<file path="src/rtl/mdio_pkg.sv">
package mdio_pkg;
  localparam int PHY_AW      = 5;
  localparam int REG_AW      = 5;
  localparam int DW          = 16;
  localparam int PRE_BITS    = 32;
  localparam int RD_CMD_BITS = 14;
  localparam int WR_CMD_BITS = 32;
  localparam int RD_IN_BITS  = 19;
  localparam int WR_IN_BITS  = 2;
  localparam int NOPRE_BIT   = 6;
  localparam logic [REG_AW-1:0] STATUS_REG  = 5'd1;
  localparam logic [PHY_AW-1:0] DEFAULT_PHY = 5'd1;
  localparam logic [PHY_AW-1:0] FIRST_ADDR  = 5'd1;
  localparam logic [PHY_AW-1:0] LAST_ADDR   = 5'd31;

  typedef enum logic [1:0] {ENG_IDLE, ENG_PRE, ENG_OUT, ENG_IN} eng_state_t;
  typedef enum logic [1:0] {SC_ISSUE, SC_WAIT, SC_DONE} scan_state_t;

  // read command, left aligned in a 32-bit shifter
  function automatic logic [31:0] read_cmd(logic [PHY_AW-1:0] phy, logic [REG_AW-1:0] rg);
    return {2'b01, 2'b10, phy, rg, 18'd0};
  endfunction

  function automatic logic [31:0] write_cmd(logic [PHY_AW-1:0] phy, logic [REG_AW-1:0] rg,
                                            logic [DW-1:0] data);
    return {2'b01, 2'b01, phy, rg, 2'b10, data};
  endfunction

  function automatic logic status_present(logic [DW-1:0] s);
    return (s != 16'hFFFF) && (s != 16'h0000);
  endfunction

  function automatic logic status_needs_pre(logic [DW-1:0] s);
    return ~s[NOPRE_BIT];
  endfunction

  // 19 samples, oldest at bit 18: data is samples 2..17
  function automatic logic [DW-1:0] pick_data(logic [RD_IN_BITS-1:0] smp);
    return smp[16:1];
  endfunction
endpackage

</file>
<file path="src/rtl/mdio_tick_gen.sv">
module mdio_tick_gen #(
  parameter int DIV_HALF = 25
) (
  input  logic clk,
  input  logic rst_n,
  input  logic en,
  output logic tick
);
  generate
    if (DIV_HALF <= 1) begin : g_direct
      assign tick = en;
    end else begin : g_count
      localparam int CW = $clog2(DIV_HALF);
      localparam logic [CW-1:0] LAST = CW'(DIV_HALF - 1);
      logic [CW-1:0] cnt;
      always_ff @(posedge clk or negedge rst_n) begin
        if (!rst_n)             cnt <= '0;
        else if (!en || tick)   cnt <= '0;
        else                    cnt <= cnt + 1'b1;
      end
      assign tick = en && (cnt == LAST);
    end
  endgenerate
endmodule

</file>
<file path="src/rtl/mdio_frame_engine.sv">
module mdio_frame_engine
  import mdio_pkg::*;
#(
  parameter int DIV_HALF = 25
) (
  input  logic              clk,
  input  logic              rst_n,
  input  logic              start,
  input  logic              is_write,
  input  logic              use_pre,
  input  logic [PHY_AW-1:0] phy,
  input  logic [REG_AW-1:0] rg,
  input  logic [DW-1:0]     wdata,
  input  logic              mdio_i,
  output logic              busy,
  output logic              done,
  output logic [DW-1:0]     rdata,
  output logic              sample_stb,
  output logic              mdc,
  output logic              mdio_o,
  output logic              mdio_oe
);
  eng_state_t            state;
  logic                  op_wr;
  logic [31:0]           shreg;
  logic [RD_IN_BITS-1:0] smp;
  logic [5:0]            bitcnt;
  logic [5:0]            phase_len;
  logic                  mdc_q;
  logic                  tick;
  logic                  bit_end;

  mdio_tick_gen #(.DIV_HALF(DIV_HALF)) u_tick (
    .clk (clk), .rst_n (rst_n), .en (busy), .tick (tick)
  );

  always_comb begin
    case (state)
      ENG_PRE: phase_len = 6'(PRE_BITS);
      ENG_OUT: phase_len = op_wr ? 6'(WR_CMD_BITS) : 6'(RD_CMD_BITS);
      default: phase_len = op_wr ? 6'(WR_IN_BITS)  : 6'(RD_IN_BITS);
    endcase
  end

  assign busy       = (state != ENG_IDLE);
  assign sample_stb = tick && !mdc_q && (state == ENG_IN);
  assign bit_end    = tick && mdc_q;
  assign mdc        = mdc_q;
  assign mdio_oe    = (state == ENG_PRE) || (state == ENG_OUT);
  assign mdio_o     = (state == ENG_PRE) || ((state == ENG_OUT) && shreg[31]);

  always_ff @(posedge clk or negedge rst_n) begin
    if (!rst_n) begin
      state  <= ENG_IDLE;
      op_wr  <= 1'b0;
      shreg  <= '0;
      smp    <= '0;
      bitcnt <= '0;
      mdc_q  <= 1'b0;
      done   <= 1'b0;
      rdata  <= '0;
    end else begin
      done <= 1'b0;
      if (state == ENG_IDLE) begin
        if (start) begin
          op_wr  <= is_write;
          shreg  <= is_write ? write_cmd(phy, rg, wdata) : read_cmd(phy, rg);
          state  <= use_pre ? ENG_PRE : ENG_OUT;
          bitcnt <= '0;
          mdc_q  <= 1'b0;
          smp    <= '0;
        end
      end else if (tick) begin
        if (!mdc_q) begin
          mdc_q <= 1'b1;
          if (state == ENG_IN) smp <= {smp[RD_IN_BITS-2:0], mdio_i};
        end
        if (bit_end) begin
          mdc_q <= 1'b0;
          if (state == ENG_OUT) shreg <= {shreg[30:0], 1'b0};
          if (bitcnt == phase_len - 6'd1) begin
            bitcnt <= '0;
            case (state)
              ENG_PRE: state <= ENG_OUT;
              ENG_OUT: state <= ENG_IN;
              default: begin
                state <= ENG_IDLE;
                done  <= 1'b1;
                if (!op_wr) rdata <= pick_data(smp);
              end
            endcase
          end else begin
            bitcnt <= bitcnt + 6'd1;
          end
        end
      end
    end
  end
endmodule

</file>
<file path="src/rtl/mdio_phy_scan.sv">
module mdio_phy_scan
  import mdio_pkg::*;
#(
  parameter int MAX_PHYS = 4,
  parameter int CNT_W    = 3
) (
  input  logic                       clk,
  input  logic                       rst_n,
  input  logic                       eng_busy,
  input  logic                       eng_done,
  input  logic [DW-1:0]              eng_rdata,
  output logic                       scan_start,
  output logic [PHY_AW-1:0]          scan_phy,
  output logic                       scan_done,
  output logic [CNT_W-1:0]           found_cnt,
  output logic [MAX_PHYS*PHY_AW-1:0] phy_list,
  output logic                       need_pre
);
  scan_state_t       st;
  logic [PHY_AW-1:0] addr;
  logic              answer;
  logic              record;
  logic              table_full_next;

  assign scan_start      = (st == SC_ISSUE) && !eng_busy;
  assign scan_phy        = addr;
  assign scan_done       = (st == SC_DONE);
  assign answer          = (st == SC_WAIT) && eng_done;
  assign record          = answer && status_present(eng_rdata);
  assign table_full_next = record && (found_cnt == CNT_W'(MAX_PHYS - 1));

  always_ff @(posedge clk or negedge rst_n) begin
    if (!rst_n) begin
      st        <= SC_ISSUE;
      addr      <= FIRST_ADDR;
      found_cnt <= '0;
      need_pre  <= 1'b0;
    end else begin
      case (st)
        SC_ISSUE: if (scan_start) st <= SC_WAIT;
        SC_WAIT: if (answer) begin
          if (record) begin
            found_cnt <= found_cnt + 1'b1;
            if (status_needs_pre(eng_rdata)) need_pre <= 1'b1;
          end
          if (addr == LAST_ADDR || table_full_next) begin
            st <= SC_DONE;
          end else begin
            addr <= addr + 1'b1;
            st   <= SC_ISSUE;
          end
        end
        default: st <= SC_DONE;
      endcase
    end
  end

  for (genvar g = 0; g < MAX_PHYS; g++) begin : g_slot
    logic [PHY_AW-1:0] slot_q;
    always_ff @(posedge clk or negedge rst_n) begin
      if (!rst_n)                                   slot_q <= '0;
      else if (record && found_cnt == CNT_W'(g))    slot_q <= addr;
    end
    assign phy_list[g*PHY_AW +: PHY_AW] = slot_q;
  end
endmodule

</file>
<file path="src/rtl/mdio_scan_master.sv">
module mdio_scan_master
  import mdio_pkg::*;
#(
  parameter int DIV_HALF = 25,
  parameter int MAX_PHYS = 4
) (
  input  logic                         clk,
  input  logic                         rst_n,
  input  logic                         req_valid,
  output logic                         req_ready,
  input  logic                         req_write,
  input  logic [4:0]                   req_phy,
  input  logic [4:0]                   req_reg,
  input  logic [15:0]                  req_wdata,
  output logic                         rsp_valid,
  output logic [15:0]                  rsp_rdata,
  output logic                         mdc,
  output logic                         mdio_o,
  output logic                         mdio_oe,
  input  logic                         mdio_i,
  output logic                         scan_done,
  output logic [$clog2(MAX_PHYS+1)-1:0] phy_count,
  output logic [MAX_PHYS*5-1:0]        phy_table,
  output logic [4:0]                   primary_phy,
  output logic                         preamble_on
);
  localparam int CNT_W = $clog2(MAX_PHYS + 1);

  logic              eng_busy, eng_done, eng_start, eng_wr, eng_pre, sample_stb;
  logic [DW-1:0]     eng_rdata;
  logic [PHY_AW-1:0] eng_phy, scan_phy;
  logic [REG_AW-1:0] eng_reg;
  logic              scan_start, need_pre, host_fire;

  assign req_ready = scan_done && !eng_busy;
  assign host_fire = req_valid && req_ready;

  assign eng_start = scan_done ? host_fire : scan_start;
  assign eng_wr    = scan_done && req_write;
  assign eng_pre   = scan_done ? need_pre : 1'b1;
  assign eng_phy   = scan_done ? req_phy : scan_phy;
  assign eng_reg   = scan_done ? req_reg : STATUS_REG;

  assign rsp_valid   = eng_done && scan_done;
  assign rsp_rdata   = eng_rdata;
  assign preamble_on = need_pre;
  assign primary_phy = (phy_count == '0) ? DEFAULT_PHY : phy_table[PHY_AW-1:0];

  mdio_frame_engine #(.DIV_HALF(DIV_HALF)) u_engine (
    .clk        (clk),
    .rst_n      (rst_n),
    .start      (eng_start),
    .is_write   (eng_wr),
    .use_pre    (eng_pre),
    .phy        (eng_phy),
    .rg         (eng_reg),
    .wdata      (req_wdata),
    .mdio_i     (mdio_i),
    .busy       (eng_busy),
    .done       (eng_done),
    .rdata      (eng_rdata),
    .sample_stb (sample_stb),
    .mdc        (mdc),
    .mdio_o     (mdio_o),
    .mdio_oe    (mdio_oe)
  );

  mdio_phy_scan #(.MAX_PHYS(MAX_PHYS), .CNT_W(CNT_W)) u_scan (
    .clk        (clk),
    .rst_n      (rst_n),
    .eng_busy   (eng_busy),
    .eng_done   (eng_done),
    .eng_rdata  (eng_rdata),
    .scan_start (scan_start),
    .scan_phy   (scan_phy),
    .scan_done  (scan_done),
    .found_cnt  (phy_count),
    .phy_list   (phy_table),
    .need_pre   (need_pre)
  );
endmodule

</file>
<file path="config.mk">
export PLATFORM = sky130hd
export DESIGN_NAME = mdio_scan_master
export DESIGN_NICKNAME = d
export VERILOG_FILES = /design/src/rtl/mdio_pkg.sv /design/src/rtl/mdio_tick_gen.sv /design/src/rtl/mdio_frame_engine.sv /design/src/rtl/mdio_phy_scan.sv /design/src/rtl/mdio_scan_master.sv
export SDC_FILE = /design/constraint.sdc
export NUM_CORES = 1
export LEC_CHECK = 0
export ABC_AREA = 1
export BUFFER_PORTS_ARGS = -buffer_cell sky130_fd_sc_hd__buf_4
export CORE_MARGIN = 8
export CORE_UTILIZATION = 40
export CTS_CLUSTER_SIZE = 24
export DETAILED_ROUTE_END_ITERATION = 6
export PLACE_DENSITY_LB_ADDON = 0.05
export SYNTH_ARGS = -nofsm -noshare
export SYNTH_HDL_FRONTEND = slang
export SYNTH_HIERARCHICAL = 1
export SYNTH_SLANG_ARGS = --single-unit
</file>
<file path="constraint.sdc">
create_clock -name clk -period 3.59 [get_ports clk]
set_input_delay 0.1795 -clock clk [delete_from_list [all_inputs] [get_ports clk]]
set_output_delay 0.1795 -clock clk [all_outputs]
set_load 0.005 [all_outputs]
</file>
# Word-level counts from Yosys, hierarchy flattened
# Index checks and enable logic that the tools add are counted.
# totals
input_bits	31
reg_bits	112
# op_classes
bitwise_logic	5
n_addsub	5
n_reduce_logical	42
muxes	45
eq_ne	16
# op_table
cell	count
32-bit two-way mux	5
17-bit two-way mux	5
6-bit two-way mux	6
30-bit two-way mux	1
5-bit two-way mux	5
2-bit two-way mux	9
16-bit != test, second input constant	1
4-bit AND reduction	4
16-bit nonzero test	1
1-bit logical AND	15
6-bit case mux with 2 select lines	1
2-bit nonzero test	6
1-bit two-way mux	11
5-bit by 1-bit adder with 5-bit output, second input constant	2
5-bit == test, second input constant	2
3-bit AND reduction	3
2-bit case mux with 2 select lines	2
6-bit by 1-bit adder with 6-bit output, second input constant	1
2-bit == test, second input constant	3
3-bit by 2-bit == test with 1-bit output, second input constant	2
6-bit == test	1
2-bit != test, second input constant	3
2-bit AND reduction	3
6-bit AND reduction	1
other kinds (11)	20

# Depth between registers and ports, before layout
# Gate-level depths: netlist of the first run.
# depth
word_depth	8
ltp_mapped	15
mapped_depth_nobuf	14

# Cells and area by module
# Netlist of the first run, hierarchy kept.
# modules_own_cells
mod	cells_per_inst	instances	seq_area_each_um2	area_per_inst_um2
mdio_frame_engine	390	1	1901.8	3462.1
mdio_phy_scan	175	1	777.0	1516.5
mdio_tick_gen	33	1	125.1	267.8
mdio_scan_master	48	1	0.0	201.4

# Least setup slack after synthesis of the first run
# OpenSTA, ideal clock, no wires.
# synth_path
path_kind	register to register
from	reg u_engine.state[0]
to	reg u_engine.smp[10]
required_time_ps	3457
path_stages_with_launch	13
setup_time_ps	133
period_less_slack_ps	2380
slack_ps	1210
path_buffers	2
arrival_time_ps	2247
cell_sequence	dfrtp_1 > inv_1 > ha_1 > inv_2 > clkbuf_1 > inv_1 > nor2_1 > inv_1 > o21ai_2 > nand2_1 > nor2_4 > buf_2 > o22ai_1
# synth_rtl
element	line	source
start: declaration	mdio_frame_engine.sv:23	eng_state_t state;
start signal: assignment	mdio_frame_engine.sv:68	state <= use_pre ? ENG_PRE : ENG_OUT;
2-bit nonzero test	mdio_frame_engine.sv:45	assign busy = (state != ENG_IDLE);
named net eng_busy	mdio_scan_master.sv:29	logic eng_busy, eng_done, eng_start, eng_wr, eng_pre, sample_stb;
1-bit logical AND	mdio_tick_gen.sv:21	assign tick = en && (cnt == LAST);
named net u_engine.tick	mdio_frame_engine.sv:30	logic tick;
2-bit nonzero test (no line)	n/a	
4-bit AND reduction (no line)	n/a	
end signal: assignment	mdio_frame_engine.sv:76	if (state == ENG_IN) smp <= {smp[RD_IN_BITS-2:0], mdio_i};
end: declaration	mdio_frame_engine.sv:26	logic [RD_IN_BITS-1:0] smp;
# The timed path passes the listed nets, and every way through them passes these cells.
# A chain may end at the register's enable or synchronous reset.

# Worst setup path after layout of the first run
# layout_path
from	reg u_engine.state[0]
to	reg u_engine.shreg[26]
# layout_via
elab_chain_len	7
# layout_rtl
element	line	source
2-bit nonzero test (*)	mdio_frame_engine.sv:45	
named net eng_busy	mdio_scan_master.sv:29	
1-bit zero test	mdio_phy_scan.sv:25, mdio_scan_master.sv:35	
1-bit logical AND	mdio_scan_master.sv:35	assign req_ready = scan_done && !eng_busy;
1-bit logical AND	mdio_scan_master.sv:36	assign host_fire = req_valid && req_ready;
1-bit two-way mux	mdio_scan_master.sv:38	assign eng_start = scan_done ? host_fire : scan_start;
2-bit != test (no line)	n/a	
4-bit AND reduction (no line) (*)	n/a	
end signal: assignment	mdio_frame_engine.sv:67	shreg <= is_write ? write_cmd(phy, rg, wdata) : read_cmd(phy, rg);
end signal: assignment	mdio_frame_engine.sv:80	if (state == ENG_OUT) shreg <= {shreg[30:0], 1'b0};
end: declaration	mdio_frame_engine.sv:25	logic [31:0] shreg;
# The timed path passes the listed nets; every way through them passes the cells marked *.

==> summary.txt, run 1 <==
Floorplan
  • DIE AREA: 17600 µm²
  • Floorplan row count: 42
  • DIE WIDTH: 132.7 µm
  • Io pins: 82
  • Starting Density: 41.10%
  • Die height: 132.7 µm
  • Core area: 13240 µm²

Hold path
  • Hold path startpoint: mdio_i
  • Hold Path End: u_engine/smp[0]
  • Worst hold path class: input port to flip-flop
  • Min-Delay Path Depth: 3

Setup path
  • Crit path cell chain: inv_1, ha_1, inv_2, buf_4, a211oi_2, nand2_1, buf_4, clkinv_2, o211ai_1, o21ai_1
  • Worst path max stage delay: 430 ps
  • Crit-path slowest cell: clkinv_2
  • CP Max Fanout: 39
  • Flop2flop setup slack: 720 ps
  • R2R Path End: u_engine/shreg[26]
  • Crit end category: flip-flop
  • R2R depth: 10
  • Kind of critical path: flip-flop to flip-flop
  • CP most frequent cell: buf_4
  • CP Data Arrival Time: 3090 ps
  • Reg2reg start: u_engine/state[0]
  • CP startpoint kind: flip-flop
  • Critical Path RT: 3810 ps

STA
  • Final hold violation count: 0
  • Setup TNS: 0 ps
  • Crit share post-route: 79.95%
  • Worst slew margin relative to its limit: 44.68%
  • Min Clock Period, post-route: 2870 ps
  • Slew Limit Fails: 0
  • F_max: 0.3484 GHz
  • RSZ-0062 raised after global routing: false
  • Final Skew: 7.142 ps
  • Slew @ Worst Pin: 829.9 ps
  • Setup violations, final: 0

Finish
  • Non-filler cells, final: 903
  • N_diodes: 0
  • Ratio of cells with drive above 1 in the final layout: 17.47%
  • Layout area overhead: 19.47%
  • Layout Nets: 768
  • Final instance area: 6502 µm²

CTS
  • Clk buf depth: 2
  • H-tree levels: 3
  • CTS tree: done
  • Clock Root Buffer: clkbuf_16
  • Cts repair resizes: 0
  • Post-CTS Repair Setup Buffers: 0
  • Cts hold-fix bufs: 1
  • Clk sinks: 112
  • Clock slew at reported path FFs: 70 ps
  • CTS buffer count: 9
  • Clk_lat worst skew: 350 ps

Yosys
  • Post-Syn Area per Cell: 8.438 µm²
  • Synth Cell Area: 5443 µm²
  • Syn nets: 691
  • Synth warnings: 6
  • Syn Inst Count: 645

Place
  • Placed Area: 6188 µm²
  • Routability congestion estimate: 0.7982
  • Placed cells: 886
  • IO Port Bufs: 81
  • Detailed Place HPWL: 8.797 mm

Drt
  • Routed met3 length: 654 µm
  • DR vias: 4348
  • Wire length on met1: 6.178 mm
  • Pre-antenna DRT Iters: 5
  • Top sig layer: met4
  • # DRC: 0
  • Final wirelength: 12.52 mm
  • DRT iter0 DRCs: 250
  • Routed vias/inst: 4.815
  • Met2 WL: 5.626 mm
  • DRT antenna net count: 0
  • Avg WL per Cell: 13.87 µm

GRT
  • GRT Total Usage: 14.69%
  • Grt ovf: 0
  • Global-route wire length before repair: 21.22 mm
  • Vias in the first global route: 4198
  • Initial antenna violation count: 0
  • Largest net degree at the start of global routing: 65

Power and ir drop
  • Pleak: 3.427 nW
  • VDD IR max: 0.0002565 V
  • Power density cells: 360.6 nW/µm²

Run
  • MaxCap Viol Count: 0

Outcome
  • Outcome: finished, final reports clean
[worst max path at each step]
| stage | endpoint | depth (start not counted) | startpoint |
|---|---|---|---|
| after floorplan | u_engine/smp[10] | 12 | u_engine/state[0] |
| final | u_engine/shreg[26] | 10 | u_engine/state[0] |
| after global placement | u_engine/shreg[20] | 10 | u_engine/state[0] |
| after detailed placement | u_engine/shreg[21] | 10 | u_engine/state[0] |
| after global routing | u_engine/shreg[21] | 12 | u_engine/state[0] |
| after CTS | u_engine/shreg[21] | 10 | u_engine/state[0] |
[sequential cells by signal (all words and copies together) (netlist names), 2 cells and up]
name	cells
u_engine/state	2
u_engine/bitcnt	6
u_engine/shreg	32
u_engine/smp	17
u_scan/scan_phy	5
u_engine/rdata	16
u_engine/u_tick/g_count.cnt	5
u_scan/st	2
u_scan/found_cnt	3
u_scan/g_slot.slot_q	20
[worst max-delay path: cells and delay by family (launching register included)]
family	cells	cell delay, ps
AO/OA/AOI/OAI	3	420
AND/OR/NAND/NOR	1	70
flip-flops	1	400
adder cells (fa/ha/maj)	1	380
buffers and inverters	5	1440
[per-layer routing]
| metal | up-vias | track usage [%] |
|---|---|---|
| met5 | - | 0 |
| met4 | 0 | 3.407 |
| met3 | 4 | 4.883 |
| met2 | 80 | 22.51 |
| met1 | 2037 | 19.64 |
| li1 | 2227 | - |
[stage by stage]
step / hold slack (ps) / power, mW / worst slack, ps / utilization [%]
after detailed placement: 339.2 / 1.341 / 711.0 / 46.73
after global routing: 111.7 / 2.440 / 385.6 / 49.10
after floorplan: -116.1 / 1.286 / 1221 / -
after CTS: 75.40 / 2.389 / 691.5 / 49.10
final: 85.67 / 2.345 / 719.7 / 49.10
after global placement: 324.5 / 1.340 / 784.9 / 46.73
[cells in the final DEF, fill, tap and decap left out, drive strengths merged]
cell           n
nand4         13
clkbuf        10
ha            15
nand3         36
a211oi         1
mux2           1
dfrtp        111
o21bai         3
a21oi         12
a22o          14
clkinvlp       1
nand2        220
xor2           7
o31ai          1
o22ai         18
xnor2          1
clkinv         4
o211ai         8
bufinv         1
nor2          40
dfstp          1
inv           75
nor4           1
or2            2
nor3           1
o21ai         42
buf           87
dlygate4sd3    1
[layout make-up]
type / count / area (µm²)
Clock buffer: 10 / 239.0
Multi-Input combinational cell: 436 / 2228
Tap cell: 176 / 220.2
Clock inverter: 6 / 65.06
Sequential cell: 112 / 2804
Timing Repair Buffer: 88 / 663.1
Inverter: 75 / 282.8
Fill cell: 1286 / 6740
[power breakdown]
part           internal, mW  total (mW)  switching, mW
Clock                 0.563        1.03          0.467
Sequential             1.26        1.26              0
Combinational        0.0225      0.0535         0.0311
Note: power is estimated with default switching activity, not from simulation.
==> run 2, diff against run 1 <==
--- a/config.mk
+++ b/config.mk
@@ -5,7 +5,7 @@
 export SDC_FILE = /design/constraint.sdc
 export NUM_CORES = 1
 export LEC_CHECK = 0
-export ABC_AREA = 1
+export ABC_AREA = 0
 export BUFFER_PORTS_ARGS = -buffer_cell sky130_fd_sc_hd__buf_4
 export CORE_MARGIN = 8
 export CORE_UTILIZATION = 40
==> constraint.sdc (replaced) <==
create_clock -name clk -period 2.8 [get_ports clk]
set_input_delay 0.14 -clock clk [delete_from_list [all_inputs] [get_ports clk]]
set_output_delay 0.14 -clock clk [all_outputs]
set_load 0.005 [all_outputs]
==> summary.txt, run 2 <==
Setup path
  • Critical Path RT: 3030 ps
  • CP startpoint kind: flip-flop
  • Crit end category: flip-flop
  • Reg2reg start: u_engine/state[0]
  • CP Max Fanout: 8
  • Crit path cell chain: inv_2, ha_4, or4_1, a221o_1, or2_4, nor4_4, buf_4, buf_12, mux2_2
  • Kind of critical path: flip-flop to flip-flop
  • Worst path max stage delay: 410 ps
  • R2R Path End: u_engine/rdata[2]
  • Crit-path slowest cell: or4_1
  • CP Data Arrival Time: 2940 ps
  • Flop2flop setup slack: 90 ps
  • R2R depth: 9

Power and ir drop
  • Power density cells: 441.2 nW/µm²
  • VDD IR max: 0.0002718 V
  • Sw Pwr: 0.6132 mW
  • Clock power share: 41.7%
  • Cell internal pwr: 2.275 mW
  • Pleak: 3.106 nW
  • Seq pwr share: 56.0%
  • Power share of the combinational group: 2.3%
  • Power Total: 2.888 mW
  • Net Sw Frac: 21.23%

Hold path
  • Min-Delay Path Depth: 2
  • Hold Path End: u_engine/smp[0]
  • Hold path startpoint: mdio_i
  • Worst hold path class: input port to flip-flop

Finish
  • Top Registers: u_engine/shreg (32), u_scan/g_slot.slot_q (20), u_engine/smp (17)
  • Ratio of cells with drive above 1 in the final layout: 34.73%
  • N_diodes: 0
  • Commonest non-fill, non-tap cell in the layout: dfrtp_1
  • Leading cell types in the layout, fill and taps excluded: dfrtp_1, buf_4, a21oi_1
  • Most flops, register: u_engine/shreg
  • Layout area overhead: 23.96%
  • Non-filler cells, final: 726
  • Max reg flops: 32
  • Layout Nets: 591

STA
  • Final hold violation count: 0
  • Worst setup margin: 87.11 ps
  • Crit share post-route: 96.89%
  • Slew @ Worst Pin: 801.7 ps
  • Worst slew margin relative to its limit: 46.43%
  • F_max: 0.3686 GHz
  • Slew Limit Fails: 0
  • Setup violations, final: 0
  • Min Clock Period, post-route: 2713 ps
  • Min Hold Slack: 23.09 ps
  • Final Skew: 7.732 ps

Run
  • MaxCap Viol Count: 0

Outcome
  • Outcome: finished, final reports clean

CTS
  • Clock slew at reported path FFs: 70 ps
  • CTS buffer count: 9
  • Clock Root Buffer: clkbuf_16
  • Clk_lat worst skew: 350 ps
  • H-tree levels: 3
  • Clk buf depth: 2
  • CTS tree: done
  • Clk sinks: 112

Place
  • Placed cells: 704
  • IO Port Bufs: 81
  • Detailed Place HPWL: 8.117 mm
  • Routability congestion estimate: 0.8172
  • Setup WS pre-CTS: 3.180 ps

Floorplan
  • Io pins: 82
  • DIE AREA: 17130 µm²
  • Floorplan row count: 42
  • Core area: 13090 µm²
  • Starting Density: 40.35%
  • DIE WIDTH: 130.9 µm
  • Die height: 130.9 µm

Yosys
  • Syn Inst Count: 450
  • Synth Cell Area: 5280 µm²
  • Post-Syn Area per Cell: 11.73 µm²
  • Synth warnings: 6
  • Syn nets: 496

Drt
  • # DRC: 0
  • Routed vias/inst: 5.201
  • Pre-antenna DRT Iters: 4
  • Avg WL per Cell: 15.96 µm
  • DRT antenna net count: 0
  • DR vias: 3776
  • DRT iter0 DRCs: 225
  • Final wirelength: 11.58 mm

GRT
  • GRT Total Usage: 14.29%
  • Vias in the first global route: 3696
  • Initial antenna violation count: 0
  • Largest net degree at the start of global routing: 65
  • Grt ovf: 0
  • Global-route wire length before repair: 19.14 mm
[run 2: how the worst max path moves through the flow]
| stage | to | cells after the start | from | slack [ps] |
|---|---|---|---|---|
| 2_1_floorplan | u_engine/rdata[10] | 9 | u_engine/state[1] | -150 |
| 3_3_place_gp | u_engine/rdata[0] | 8 | u_engine/state[0] | 80 |
| 3_5_place_dp | u_engine/rdata[2] | 10 | u_engine/state[0] | 3 |
| 4_1_cts | u_engine/rdata[2] | 10 | u_engine/state[0] | 3 |
| 5_1_grt | u_engine/rdata[2] | 11 | u_engine/state[0] | -2 |
| 6_report | u_engine/rdata[2] | 9 | u_engine/state[0] | 90 |
[run 2: timing repair]
item	4_1_cts	5_1_grt
hold buffers	1	0
endpoints found under the hold margin	50	0
buffers inserted	0	4
setup endpoints to repair	6	27
pin swaps	1	7
gates cloned	0	1
resized for setup	0	7
[run 2: power groups by stage]
| stage | clock, mW | combinational (mW) | sequential (mW) |
|---|---|---|---|
| after CTS | 1.26 | 0.0715 | 1.62 |
| after floorplan | 0 | 0.000928 | 1.65 |
| final | 1.20 | 0.0671 | 1.62 |
| after detailed placement | 0 | 0.0701 | 1.65 |
| after global placement | 0 | 0.0705 | 1.65 |
| after global routing | 1.32 | 0.0785 | 1.62 |
[run 2: worst max-delay path: cells and delay by family (launching register included)]
kind	cells	cell delay (ps)
AOI/OAI and AO/OA	1	340
adders and majority gates	1	240
buffers and inverters	3	420
DFF	1	390
muxes	1	330
and+or+nand+nor	3	880
[run 2: through the flow]
stage / cell area, µm² / setup TNS, ps / utilization, %
after detailed placement: 6178 / 0 / 47.22
after floorplan: 5299 / -1604 / -
after global routing: 6545 / -2.718 / 50.02
final: 6545 / 0 / 50.02
after CTS: 6462 / 0 / 49.39
after global placement: 6178 / 0 / 47.22
[run 2: cell type report]
| type | count | area, µm² |
|---|---|---|
| Fill cell | 1214 | 6540 |
| Sequential cell | 112 | 2804 |
| Multi-Input combinational cell | 303 | 2349 |
| Timing Repair Buffer | 104 | 842.1 |
| Clock buffer | 11 | 242.7 |
| Tap cell | 176 | 220.2 |
| Inverter | 15 | 56.30 |
| Clock inverter | 5 | 31.28 |
[run 2: per-layer routing]
layer / track usage [%] / vias up / wire length (µm) / part of all wire [%]
met3: 4.221 / 9 / 693 / 6.0
met5: 0 / - / 0 / 0
met2: 22.10 / 83 / 5468 / 47
met4: 4.051 / 0 / 94 / 0.81
li1: - / 1829 / - / -
met1: 19.04 / 1855 / 5327 / 46
==> run 3, diff against run 2 <==
--- a/config.mk
+++ b/config.mk
@@ -11,6 +11,7 @@
 export CORE_UTILIZATION = 40
 export CTS_CLUSTER_SIZE = 24
 export DETAILED_ROUTE_END_ITERATION = 6
+export GPL_TIMING_DRIVEN = 0
 export PLACE_DENSITY_LB_ADDON = 0.05
 export SYNTH_ARGS = -nofsm -noshare
 export SYNTH_HDL_FRONTEND = slang
==> summary.txt, run 3 (synthesis results as in run 2) <==
Drt
  • DRT iter0 DRCs: 251
  • DRT antenna net count: 0
  • Final wirelength: 12.05 mm
  • # DRC: 0
  • Pre-antenna DRT Iters: 4
  • DR vias: 3779
  • Avg WL per Cell: 16.42 µm
  • Routed vias/inst: 5.149

Hold path
  • Hold path startpoint: mdio_i
  • Hold Path End: u_engine/smp[0]
  • Worst hold path class: input port to flip-flop
  • Min-Delay Path Depth: 2

GRT
  • GRT Total Usage: 14.73%
  • Grt ovf: 0
  • Vias in the first global route: 3836
  • Global-route wire length before repair: 19.73 mm
  • Initial antenna violation count: 0
  • Largest net degree at the start of global routing: 87

Floorplan
  • Starting Density: 40.35%
  • Core area: 13090 µm²
  • DIE AREA: 17130 µm²
  • Io pins: 82
  • DIE WIDTH: 130.9 µm
  • Die height: 130.9 µm
  • Floorplan row count: 42

STA
  • Crit share post-route: 99.36%
  • F_max: 0.3595 GHz
  • Slew @ Worst Pin: 843.4 ps
  • Final Skew: 7.318 ps
  • Worst setup margin: 18.04 ps
  • Final hold violation count: 0
  • Min Clock Period, post-route: 2782 ps
  • Setup violations, final: 0
  • RSZ-0062 raised after global routing: true
  • Slew Limit Fails: 0
  • Worst slew margin relative to its limit: 43.34%

Setup path
  • CP startpoint kind: flip-flop
  • Critical Path RT: 3050 ps
  • Crit-path slowest cell: or4_4
  • Worst path max stage delay: 410 ps
  • Crit path from: u_engine/state[0]
  • CP Data Arrival Time: 3030 ps
  • CP Max Fanout: 12
  • R2R Path End: u_engine/rdata[6]
  • Kind of critical path: flip-flop to flip-flop
  • Crit path cell chain: inv_2, ha_4, or4_4, a221o_1, or2_4, nor4_4, buf_8, mux2_4
  • Flop2flop setup slack: 20 ps
  • Crit end category: flip-flop
  • R2R depth: 8
  • Reg2reg start: u_engine/state[0]

Finish
  • Max reg flops: 32
  • Commonest non-fill, non-tap cell in the layout: dfrtp_1
  • FILL cells: 1221
  • Most flops, register: u_engine/shreg
  • Ratio of cells with drive above 1 in the final layout: 34.95%
  • Layout Nets: 599
  • Sequential cell area: 2804 µm²
  • Top Registers: u_engine/shreg (32), u_scan/g_slot.slot_q (20), u_engine/smp (17)
  • Final instance area: 6604 µm²
  • Multi-input gate area: 2366 µm²
  • N_diodes: 0
  • Layout area overhead: 25.07%
  • Leading cell types in the layout, fill and taps excluded: dfrtp_1, buf_4, a21oi_1

CTS
  • CTS tree: done
  • Clk_lat worst skew: 360 ps
  • Clock Root Buffer: clkbuf_16
  • Clock slew at reported path FFs: 70 ps
  • CTS buffer count: 9
  • Clk buf depth: 2
  • H-tree levels: 3
  • Clk sinks: 112

Outcome
  • Outcome: finished, final reports clean

Power and ir drop
  • Power density cells: 452.8 nW/µm²
  • Power Total: 2.990 mW
  • VDD IR max: 0.0004089 V
  • Pleak: 3.138 nW

Place
  • Routability congestion estimate: 0.7882
  • IO Port Bufs: 81
  • Setup WS pre-CTS: -557.6 ps
  • Detailed Place HPWL: 8.515 mm
  • Placed Area: 6158 µm²

Run
  • MaxCap Viol Count: 0
==> run 3: stage by stage <==
stage               setup TNS [ps]  utilization, %  hold WS (ps)  std cells
floorplan                    -1604               -        -155.6        450
global placement            -23610           46.83         377.0        707
detailed placement          -25560           47.06         25.79        708
CTS                              0           49.89         6.595        731
global route                -606.2           50.47         9.388        734
finish                           0           50.47         19.93        734
==> run 3: power by group <==
group | internal (mW) | switching (mW)
Sequential | 1.62 | 0
Clock | 0.700 | 0.604
Combinational | 0.0322 | 0.0388
==> run 3: critical path: cells and delay by family, from the launching register on <==
kind / cells / cell delay (ps)
flops: 1 / 400
simple gates: 3 / 1060
buf+inv: 2 / 300
compound gates: 1 / 360
fa+ha+maj: 1 / 240
mux: 1 / 310
==> run 3: cell type report <==
class | instances | area share, %
flip-flops and latches | 112 | 42.46
multi-input cells | 303 | 35.83
repair buffers | 94 | 11.14
clock buffers | 10 | 3.467
well taps | 176 | 3.335
plain buffers | 18 | 1.838
clock inverters | 6 | 1.023
inverters | 15 | 0.9094
==> run 3: worst max path at each step <==
stage                              end  slack, ps  depth (start not counted)
detailed placement    u_engine/smp[15]       -560                         12
CTS                  u_engine/rdata[0]          5                          9
floorplan           u_engine/rdata[10]       -150                          9
global placement      u_engine/smp[14]       -540                         12
global route        u_engine/rdata[15]        -50                          8
finish               u_engine/rdata[6]         20                          8
==> run 3: what timing repair did <==
action	in CTS	in global routing
resized for setup	10	18
hold buffers	1	0
pin swaps	3	4
buffers inserted	6	5
gates cloned	0	0
setup endpoints to repair	74	57
hold endpoints to repair	26	0
==> run 3: metal layers <==
| layer | track usage, % | share of wire, % | up-vias | wire [µm] |
|---|---|---|---|---|
| li1 | - | - | 1834 | - |
| met1 | 18.66 | 46 | 1864 | 5547 |
| met2 | 23.58 | 48 | 71 | 5738 |
| met3 | 4.261 | 5.0 | 10 | 604 |
| met4 | 5.132 | 1.3 | 0 | 162 |
| met5 | 0 | 0 | - | 0 |
